--- config.mk ---
export PLATFORM = sky130hd
export DESIGN_NAME = flash_bank_sequencer
export DESIGN_NICKNAME = d
export VERILOG_FILES = /design/src/rtl/fbs_pkg.sv /design/src/rtl/fbs_bank_map.sv /design/src/rtl/fbs_bank_ctrl.sv /design/src/rtl/flash_bank_sequencer.sv
export SDC_FILE = /design/constraint.sdc
export NUM_CORES = 1
export LEC_CHECK = 0
export CORE_MARGIN = 3
export CORE_UTILIZATION = 28
export DETAILED_ROUTE_END_ITERATION = 7
export PLACE_DENSITY = 0.47
export SLEW_MARGIN = 40
export SYNTH_ARGS = -nofsm -noshare
export SYNTH_HDL_FRONTEND = slang
export SYNTH_HIERARCHICAL = 1
export SYNTH_SLANG_ARGS = --single-unit
--- constraint.sdc ---
create_clock -name clk -period 2.35 [get_ports clk]
set_input_delay 0.47 -clock clk [delete_from_list [all_inputs] [get_ports clk]]
set_output_delay 0.47 -clock clk [all_outputs]
set_load 0.02 [all_outputs]
--- src/rtl/fbs_pkg.sv ---
// Shared types of the dual-bank flash sequencer.
package fbs_pkg;
    typedef enum logic [2:0] {
        OP_NONE    = 3'd0,
        OP_READ    = 3'd1,
        OP_PROG    = 3'd2,
        OP_ERASE   = 3'd3,
        OP_SUSPEND = 3'd4,
        OP_RESUME  = 3'd5
    } fbs_op_e;

    typedef enum logic [2:0] {
        BK_IDLE      = 3'd0,
        BK_PROG      = 3'd1,
        BK_ERASE     = 3'd2,
        BK_SUSP      = 3'd3,
        BK_SUSP_PROG = 3'd4
    } fbs_bank_st_e;

    localparam int NUM_BANKS = 2;
endpackage

--- src/rtl/fbs_bank_map.sv ---
// Block-to-bank mapper.
// What it does: places a block in bank A (0) when its index is below BANK_SPLIT,
// otherwise in bank B (1), and flags indices outside the array.
// Assumes: 0 < BANK_SPLIT < NUM_BLOCKS <= 2**BLK_W.
module fbs_bank_map #(
    parameter int NUM_BLOCKS = 39,
    parameter int BANK_SPLIT = 8,
    parameter int BLK_W      = 6
) (
    input  logic [BLK_W-1:0] blk,
    output logic             in_range,
    output logic             bank_sel
);
    localparam logic [BLK_W:0] LIMIT = (BLK_W+1)'(NUM_BLOCKS);
    localparam logic [BLK_W:0] SPLIT = (BLK_W+1)'(BANK_SPLIT);

    // Purpose: compare the index with the array size and the bank boundary.
    always_comb begin
        in_range = {1'b0, blk} < LIMIT;
        bank_sel = {1'b0, blk} >= SPLIT;
    end
endmodule

--- src/rtl/fbs_bank_ctrl.sv ---
// Per-bank operation controller.
// What it does: tracks one bank through idle, program, erase, suspended erase
// and program-during-suspend, and gives a verdict for a request aimed at it.
// Assumes: sel is high only for an in-range request of this bank. The verdict
// uses the state at the start of the cycle. A completion pulse ends the
// running operation unless a granted transition takes priority, which can
// only happen from states where the pulse has no effect.
module fbs_bank_ctrl
    import fbs_pkg::*;
#(
    parameter int BLK_W = 6
) (
    input  logic             clk,
    input  logic             rst_n,
    input  logic             sel,
    input  fbs_op_e          op,
    input  logic [BLK_W-1:0] blk,
    input  logic             done,
    output logic             grant_o,
    output logic             reject_o,
    output logic             err_o,
    output logic             busy_o,
    output logic             susp_o
);
    fbs_bank_st_e     state, state_nxt;
    logic [BLK_W-1:0] eblk, eblk_nxt;
    logic             hit_susp_blk;

    assign hit_susp_blk = (blk == eblk);

    // Purpose: decide the verdict for this bank and the next state.
    always_comb begin
        grant_o   = 1'b0;
        reject_o  = 1'b0;
        err_o     = 1'b0;
        state_nxt = state;
        eblk_nxt  = eblk;
        // completion pulse first; a grant below overrides it
        case (state)
            BK_PROG, BK_ERASE: if (done) state_nxt = BK_IDLE;
            BK_SUSP_PROG:      if (done) state_nxt = BK_SUSP;
            default: ;
        endcase
        if (sel) begin
            case (state)
                BK_IDLE: begin
                    case (op)
                        OP_READ: grant_o = 1'b1;
                        OP_PROG: begin
                            grant_o   = 1'b1;
                            state_nxt = BK_PROG;
                        end
                        OP_ERASE: begin
                            grant_o   = 1'b1;
                            state_nxt = BK_ERASE;
                            eblk_nxt  = blk;
                        end
                        default: ;
                    endcase
                end
                BK_PROG, BK_SUSP_PROG: begin
                    case (op)
                        OP_READ: reject_o = 1'b1;
                        OP_PROG, OP_ERASE: begin
                            reject_o = 1'b1;
                            err_o    = 1'b1;
                        end
                        default: ;
                    endcase
                end
                BK_ERASE: begin
                    case (op)
                        OP_READ: reject_o = 1'b1;
                        OP_PROG, OP_ERASE: begin
                            reject_o = 1'b1;
                            err_o    = 1'b1;
                        end
                        OP_SUSPEND: if (!done) begin
                            grant_o   = 1'b1;
                            state_nxt = BK_SUSP;
                        end
                        default: ;
                    endcase
                end
                BK_SUSP: begin
                    case (op)
                        OP_READ: begin
                            grant_o  = !hit_susp_blk;
                            reject_o = hit_susp_blk;
                        end
                        OP_PROG: begin
                            grant_o  = !hit_susp_blk;
                            reject_o = hit_susp_blk;
                            if (!hit_susp_blk) state_nxt = BK_SUSP_PROG;
                        end
                        OP_ERASE: reject_o = 1'b1;
                        OP_RESUME: begin
                            grant_o   = 1'b1;
                            state_nxt = BK_ERASE;
                        end
                        default: ;
                    endcase
                end
                default: ;
            endcase
        end
    end

    // Purpose: hold the bank state and the block whose erase is pending.
    always_ff @(posedge clk) begin
        if (!rst_n) begin
            state <= BK_IDLE;
            eblk  <= '0;
        end else begin
            state <= state_nxt;
            eblk  <= eblk_nxt;
        end
    end

    assign busy_o = (state == BK_PROG) || (state == BK_ERASE) || (state == BK_SUSP_PROG);
    assign susp_o = (state == BK_SUSP) || (state == BK_SUSP_PROG);

    // a suspension can only begin from a running erase
    a_r7_susp_from_erase: assert property (@(posedge clk) disable iff (!rst_n)
        $rose(susp_o) |-> $past(busy_o));
    // leaving suspension always resumes a busy erase
    a_r10_resume_busy: assert property (@(posedge clk) disable iff (!rst_n)
        $fell(susp_o) |-> busy_o);
    // a bank only leaves busy after a completion pulse
    a_r4_busy_until_done: assert property (@(posedge clk) disable iff (!rst_n)
        ($fell(busy_o) && !susp_o) |-> $past(done));
endmodule

--- src/rtl/flash_bank_sequencer.sv ---
// Dual-bank flash operation sequencer (top).
// What it does: routes each in-range request to the controller of its bank,
// rejects out-of-range accesses and registers the verdict flags.
// Assumes: at most one request per cycle; op_done pulses come from an external
// timer model, one bit per bank.
module flash_bank_sequencer
    import fbs_pkg::*;
#(
    parameter int NUM_BLOCKS = 39,
    parameter int BANK_SPLIT = 8,
    parameter int BLK_W      = 6
) (
    input  logic                 clk,
    input  logic                 rst_n,
    input  logic                 req_valid,
    input  logic [2:0]           req_op,
    input  logic [BLK_W-1:0]     req_blk,
    input  logic [NUM_BANKS-1:0] op_done,
    output logic [NUM_BANKS-1:0] bank_busy,
    output logic                 grant,
    output logic                 reject,
    output logic                 err_busy,
    output logic                 suspended
);
    fbs_op_e              op;
    logic                 in_range, bank_sel, is_access;
    logic [NUM_BANKS-1:0] g, r, e, busy_v, susp_v;
    logic                 grant_d, reject_d, err_d;

    assign op        = fbs_op_e'(req_op);
    assign is_access = (op == OP_READ) || (op == OP_PROG) || (op == OP_ERASE);

    fbs_bank_map #(.NUM_BLOCKS(NUM_BLOCKS), .BANK_SPLIT(BANK_SPLIT), .BLK_W(BLK_W)) u_map (
        .blk(req_blk), .in_range(in_range), .bank_sel(bank_sel)
    );

    for (genvar b = 0; b < NUM_BANKS; b++) begin : g_bank
        logic sel_b;
        assign sel_b = req_valid && in_range && (bank_sel == b[0]);
        fbs_bank_ctrl #(.BLK_W(BLK_W)) u_ctrl (
            .clk(clk), .rst_n(rst_n), .sel(sel_b), .op(op), .blk(req_blk),
            .done(op_done[b]), .grant_o(g[b]), .reject_o(r[b]), .err_o(e[b]),
            .busy_o(busy_v[b]), .susp_o(susp_v[b])
        );
    end

    // Purpose: merge the bank verdicts with the out-of-range rejection.
    always_comb begin
        grant_d  = |g;
        reject_d = (|r) || (req_valid && !in_range && is_access);
        err_d    = |e;
    end

    // Purpose: register the verdict flags one edge after the request.
    always_ff @(posedge clk) begin
        if (!rst_n) begin
            grant    <= 1'b0;
            reject   <= 1'b0;
            err_busy <= 1'b0;
        end else begin
            grant    <= grant_d;
            reject   <= reject_d;
            err_busy <= err_d;
        end
    end

    assign bank_busy = busy_v;
    assign suspended = |susp_v;

    // a verdict is never both accept and refuse
    a_r3_verdict_excl: assert property (@(posedge clk) disable iff (!rst_n)
        !(grant && reject));
    // the busy error only comes with a refusal
    a_r6_err_with_reject: assert property (@(posedge clk) disable iff (!rst_n)
        err_busy |-> reject);
    // suspend and resume are never refused
    a_r11_no_refuse_ctrl: assert property (@(posedge clk) disable iff (!rst_n)
        (req_valid && (req_op == 3'd4 || req_op == 3'd5)) |=> !reject);
    // out-of-range requests are never accepted
    a_r2_range_grant: assert property (@(posedge clk) disable iff (!rst_n)
        (req_valid && !in_range) |=> !grant);
endmodule

=== After elaboration in Yosys (flattened, before gate mapping) ===
Index checks and enable logic that the tools add are counted.

* Output and inout port bits: 6
* Register bits after elaboration: 21
* Logic and storage cells: 99
* Bits of input ports: 14

* Bitwise operators: 1
* Mux-type cells: 42
* Order comparisons: 2
* Equality and inequality tests: 15
* Reduce and logical (&&, ||, !) cells: 32

{| class="wikitable"
|+ Operators with widths
! operator !! number
|-
| 3-bit 2-to-1 mux || 12
|-
| 3-bit case mux with 2 select lines || 6
|-
| 3-bit by 2-bit equality test with 1-bit output (second input constant) || 6
|-
| 3-bit case mux with 3 select lines || 2
|-
| 2-bit OR reduction || 8
|-
| 1-bit 2-to-1 mux || 14
|-
| 3-bit equality test (second input constant) || 4
|-
| 6-bit equality test || 2
|-
| 1-bit case mux with 2 select lines || 6
|-
| 3-bit by 1-bit equality test with 1-bit output (second input constant) || 3
|-
| 1-bit logical OR || 9
|-
| 3-bit OR reduction || 3
|-
| 6-bit by 4-bit greater-or-equal comparator with 1-bit output (second input constant) || 1
|-
| 3-bit zero test || 2
|-
| 6-bit less-than comparator (second input constant) || 1
|-
| 1-bit case mux with 3 select lines || 2
|-
| 3-bit AND reduction || 2
|-
| 1-bit logical AND || 5
|-
| 1-bit zero test || 3
|-
| 1-bit inverter || 1
|}

=== Logic depth before layout (Yosys ltp) ===
* Depth after elaboration: 7
* Mapped depth: 9
* Gate-level depth less buffers: 9

=== Cells and area by module ===
Netlist, hierarchy kept.

{| class="wikitable"
|+ Modules (own cells, without submodules)
! module !! times used !! area each (sq um) !! sequential area each (sq um) !! cells an instance
|-
| fbs_bank_ctrl || 2 || 748.2 || 180.2 || 91
|-
| flash_bank_sequencer || 1 || 120.1 || 60.1 || 12
|-
| fbs_bank_map || 1 || 20.0 || 0.0 || 3
|}

=== Worst setup path before layout ===
OpenSTA, ideal clock, no wires.

* Path type: input port to flip-flop
* From: input port req_blk[5]
* To: register reject
* Library setup time: 0.122 ns
* Arrival: 2.078 ns
* Setup slack: 0.150 ns
* Stages on the path: 7
* Path buffers: 0
* Path through: or3_1 -> and3_1 -> o211ai_1 -> a22oi_1 -> o2111a_1 -> or4_1 -> o311a_1

* Cells in the longest elaborated chain, start to end: 6
* Elaborated cells between the ends (all ways): 19
* Those cells by class: order compare: 2; eq/ne: 2; mux: 6; bitwise: 1; reduce/logical: 8

{| class="wikitable"
|+ RTL lines
! what !! line !! RTL
|-
| start: declaration || flash_bank_sequencer.sv:17 || <nowiki>input logic [BLK_W-1:0] req_blk,</nowiki>
|-
| 6-bit less-than comparator || fbs_bank_map.sv:19 || <nowiki>in_range = {1'b0, blk} < LIMIT;</nowiki>
|-
| 1-bit logical AND || flash_bank_sequencer.sv:39 || <nowiki>assign sel_b = req_valid && in_range && (bank_sel == b[0]);</nowiki>
|-
| 1-bit logical AND (*) || flash_bank_sequencer.sv:39 ||
|-
| named net g_bank[1].sel_b || flash_bank_sequencer.sv:38 || <nowiki>logic sel_b;</nowiki>
|-
| 1-bit 2-to-1 mux (*) || fbs_bank_ctrl.sv:44 || <nowiki>if (sel) begin</nowiki>
|-
| named net r[1] || flash_bank_sequencer.sv:27 || <nowiki>logic [NUM_BANKS-1:0] g, r, e, busy_v, susp_v;</nowiki>
|-
| 2-bit OR reduction (*) || flash_bank_sequencer.sv:50 || <nowiki>reject_d = (|r) || (req_valid && !in_range && is_access);</nowiki>
|-
| 1-bit logical OR (*) || flash_bank_sequencer.sv:50 ||
|-
| end signal: assignment || flash_bank_sequencer.sv:62 || <nowiki>reject <= reject_d;</nowiki>
|-
| end: declaration || flash_bank_sequencer.sv:21 || <nowiki>output logic reject,</nowiki>
|}

The timed path passes the listed nets; every way through them passes the cells marked *.
A chain may end at the register's enable or synchronous reset.

=== Worst setup path after layout ===
* From: input port req_blk[4]
* To: register reject

* Elaborated cells between the ends (all ways): 19
* Those cells by class: order compare: 2; eq/ne: 2; mux: 6; bitwise: 1; reduce/logical: 8

{| class="wikitable"
|+ RTL lines
! what !! line !! RTL
|-
| 6-bit by 4-bit greater-or-equal comparator with 1-bit output || fbs_bank_map.sv:20 || <nowiki>bank_sel = {1'b0, blk} >= SPLIT;</nowiki>
|-
| named net bank_sel || flash_bank_sequencer.sv:26 || <nowiki>logic in_range, bank_sel, is_access;</nowiki>
|-
| 1-bit logical AND || flash_bank_sequencer.sv:39 ||
|-
| named net g_bank[1].sel_b || flash_bank_sequencer.sv:38 ||
|-
| 1-bit 2-to-1 mux || fbs_bank_ctrl.sv:44 ||
|-
| named net r[1] || flash_bank_sequencer.sv:27 ||
|-
| 2-bit OR reduction || flash_bank_sequencer.sv:50 ||
|-
| 1-bit logical OR || flash_bank_sequencer.sv:50 ||
|}

The timed path passes the listed nets, and every way through them passes these cells.

==> results by group <==
Timing
  • Setup TNS: 0 ns
  • Final hold slack: 0.545 ns
  • Final hold viol count: 0
  • Fmax: 445 MHz
  • Final setup violation count: 0
  • Worst Clk Skew: 0.00346 ns
  • Slew @ Worst Pin: 0.405 ns
  • Relative slew slack: 72.6%
  • Minimum clock period after layout: 2.25 ns
  • Slew Limit Fails: 0
  • Final cycle utilization of the critical path: 95.6%
  • RSZ-0062 raised after global routing: no

GRT
  • Initial antenna violation count: 0
  • GR Overflow Total: 0
  • Vias in the first global route: 1,595
  • Largest net degree at the start of global routing: 20
  • First-pass GRT wire length: 7380 um
  • GR Util All Layers: 13.9%

Routing
  • DRT Wirelength: 4330 um
  • Initial drt markers: 102
  • Vias per inst: 4.96
  • Drt drc: 0
  • Detail Route Antenna Nets: 0
  • Via count: 1,631
  • DR WL/cell: 13.2 um
  • Drt first pass iters: 4

CTS
  • # hold bufs at CTS: 0
  • Clk_lat worst skew: 0.27 ns
  • CTS clk-pin slew, worst paths: 0.09 ns
  • TritonCTS clock tree: yes
  • CTS buffer count: 3
  • Htree depth: 1
  • Clock Tree Buf Depth: 2
  • CTS Root Cell: clkbuf_8
  • Clk sinks: 21

Floorplan
  • I/O pins: 20
  • Rows: 27
  • Die H: 82.5 um
  • Core Region: 0.00557 mm2
  • Die footprint: 0.00680 mm2
  • Die width: 82.5 um
  • Initial Utilization: 29.4%

Flow run
  • Max_cap viols: 0

Worst setup path
  • CP delay by family, top: simple AND/OR/NAND/NOR gates
  • Buf+Inv Stages, Crit Path: 1
  • Reg2Reg Depth: 6
  • Slowest stage delay, CP: 0.52 ns
  • Critical path peak fanout: 4
  • Crit path capture type: flip-flop
  • Setup crit start kind: input port
  • Reg2Reg Setup Slack: 0.33 ns
  • Slowest cell on crit path: or4_1
  • Cell Chain, Critical Path: dlygate4sd2_1, or3_4, and3_4, o211ai_1, a22oi_1, o2111a_1, or4_1, o311a_1
  • Crit Path Category: in2reg
  • Worst flop-to-flop path startpoint: g_bank[1].u_ctrl/state[0]$_SDFF_PN0_
  • FF-to-FF End: reject$_SDFF_PN0_
  • Critical path required time: 2.51 ns
  • Worst EP arrival: 2.41 ns

Power and ir drop
  • Clk network pwr share: 31.1%
  • Flop pwr share: 43.9%
  • Pwr Total: 828 uW
  • Static leakage: 1.02 nW
  • Switching Share: 28.3%
  • Sw power: 234 uW
  • Pint: 594 uW
  • Power Density: 358 mW/mm2
  • Peak supply drop: 0.000165 V
  • Combinational power share: 24.9%

Synthesis
  • Syn Nets: 211
  • Post-synth ARST share: 0%
  • Post-synth EDFFs: 0
  • Synth Register Bits: 21
  • Avg Cell Area, Syn: 8.31 um2
  • Synth area leader: dfxtp_1
  • Number of distinct library cells after synthesis: 44
  • Syn Inst Count: 197
  • Top-area cell type share of the netlist area: 25.7%
  • Netlist Area Pre-Place: 0.00164 mm2
  • Ys Warns: 6
  • Sequential area share after synthesis: 25.7%
  • Top_reg_cell synth: dfxtp_1
  • Most area-consuming cells after synthesis: dfxtp_1 26%, mux2i_1 7.3%, xnor2_1 6.4%, nor2b_1 6.1%, nand2b_1 4.6%

Cells and area
  • Nets: 272
  • Share of post-route cells with drive strength above 1: 26.1%
  • Ant. Diodes: 0
  • Commonest non-fill, non-tap cell in the layout: buf_4
  • Non-Filler Instances: 329
  • Most frequent cells in the layout: 45 x buf_4, 19 x dfxtp_1, 16 x nor2b_1, 13 x o21ai_0
  • Area Growth Syn to Fin: 41.5%

Worst hold path
  • Worst hold path type: reg2reg
  • Worst Hold End: g_bank[1].u_ctrl/eblk[2]$_SDFFE_PN0P_
  • Worst Hold Launch: g_bank[1].u_ctrl/eblk[2]$_SDFFE_PN0P_
  • Worst Hold Path Cells: 2

Placement
  • Post-Place Cells: 324
  • Detail Placement HPWL: 3350 um
  • Port Buf Inserts: 19
  • Routability cong.: 0.771

Outcome
  • Status: finished clean
[logic make-up after synthesis]
kind of cell / Yosys count / share of synthesized area, %
buffers and inverters: 18 / 5.66
muxes: 12 / 7.34
AOI/OAI and AO/OA: 56 / 25.4
and+or+nand+nor: 76 / 28.4
DFF: 21 / 25.7
xor gates and xnor gates: 14 / 7.49
[area by class of cell]
cell class | instances | area (um2)
Clock buffer | 4 | 45.0
Fill cell | 580 | 3260
Inverter | 8 | 30.0
Multi-Input combinational cell | 158 | 1140
Sequential cell | 21 | 425
Tap cell | 72 | 90.1
Timing Repair Buffer | 66 | 582
[worst register-to-register path: cells and delay by family (launching register included)]
kind | cells | cell delay (ns)
AOI/OAI and AO/OA | 4 | 0.81
and+or+nand+nor | 1 | 0.52
DFF | 1 | 0.40
xor gates and xnor gates | 1 | 0.19
[power groups by stage]
| stage | sequential, mW | combinational (mW) | clock, mW |
|---|---|---|---|
| after global routing | 0.365 | 0.228 | 0.281 |
| after detailed placement | 0.373 | 0.205 | 0 |
| after floorplan | 0.372 | 0.0898 | 0 |
| after global placement | 0.373 | 0.206 | 0 |
| after CTS | 0.365 | 0.207 | 0.268 |
| final | 0.364 | 0.207 | 0.258 |
[Yosys cell counts, types with 3 or more instances]
| cell type | n |
|---|---|
| nor4b_1 | 4 |
| or3_1 | 3 |
| a21boi_0 | 4 |
| dfxtp_1 | 21 |
| mux2i_1 | 12 |
| nand2_1 | 8 |
| nor2_1 | 13 |
| nor2b_1 | 16 |
| buf_2 | 8 |
| inv_1 | 8 |
| nand2b_1 | 12 |
| o21ai_0 | 14 |
| xnor2_1 | 12 |
| a21oi_1 | 6 |
| nand3b_1 | 4 |
[layer usage]
metal | share of wire (%) | up-vias | global-route usage [%]
li1 | - | 843 | -
met1 | 52 | 769 | 18.8
met2 | 45 | 17 | 23.4
met3 | 2.5 | 2 | 1.84
met4 | 0.74 | 0 | 3.49
met5 | 0 | - | 0
[what timing repair did]
action                                  in CTS  in global routing
pin swaps                                    0                  3
endpoints found under the setup margin       3                 13
buffers inserted                             0                  1
gates resized for setup                      4                 12
[registers in the layout, indices dropped and copies added (netlist names)]
name,count
g_bank.u_ctrl/eblk,12
g_bank.u_ctrl/state,6
err_busy,1
grant,1
reject,1
[per-stage QoR]
| stage | instance area [um2] | worst slack, ns | utilization, % |
|---|---|---|---|
| after floorplan | 1640 | 0.150 | - |
| after global placement | 2220 | -0.342 | 39.9 |
| after detailed placement | 2220 | -0.377 | 39.9 |
| after CTS | 2280 | -0.0523 | 40.9 |
| after global routing | 2320 | 0.00664 | 41.5 |
| final | 2320 | 0.103 | 41.5 |
[worst max-delay path by stage]
| stage | slack, ns | cells after the start | endpoint | start |
|---|---|---|---|---|
| after floorplan | 0.15 | 7 | reject$_SDFF_PN0_ | req_blk[5] |
| after detailed placement | -0.38 | 8 | reject$_SDFF_PN0_ | req_blk[4] |
| final | 0.10 | 8 | reject$_SDFF_PN0_ | req_blk[4] |
| after global routing | 0.007 | 4 | bank_busy[1] | g_bank[1].u_ctrl/state[0]$_SDFF_PN0_ |
| after global placement | -0.34 | 8 | reject$_SDFF_PN0_ | req_blk[4] |
| after CTS | -0.05 | 8 | reject$_SDFF_PN0_ | req_blk[5] |
No activity file was read; power rests on OpenSTA's default activity.
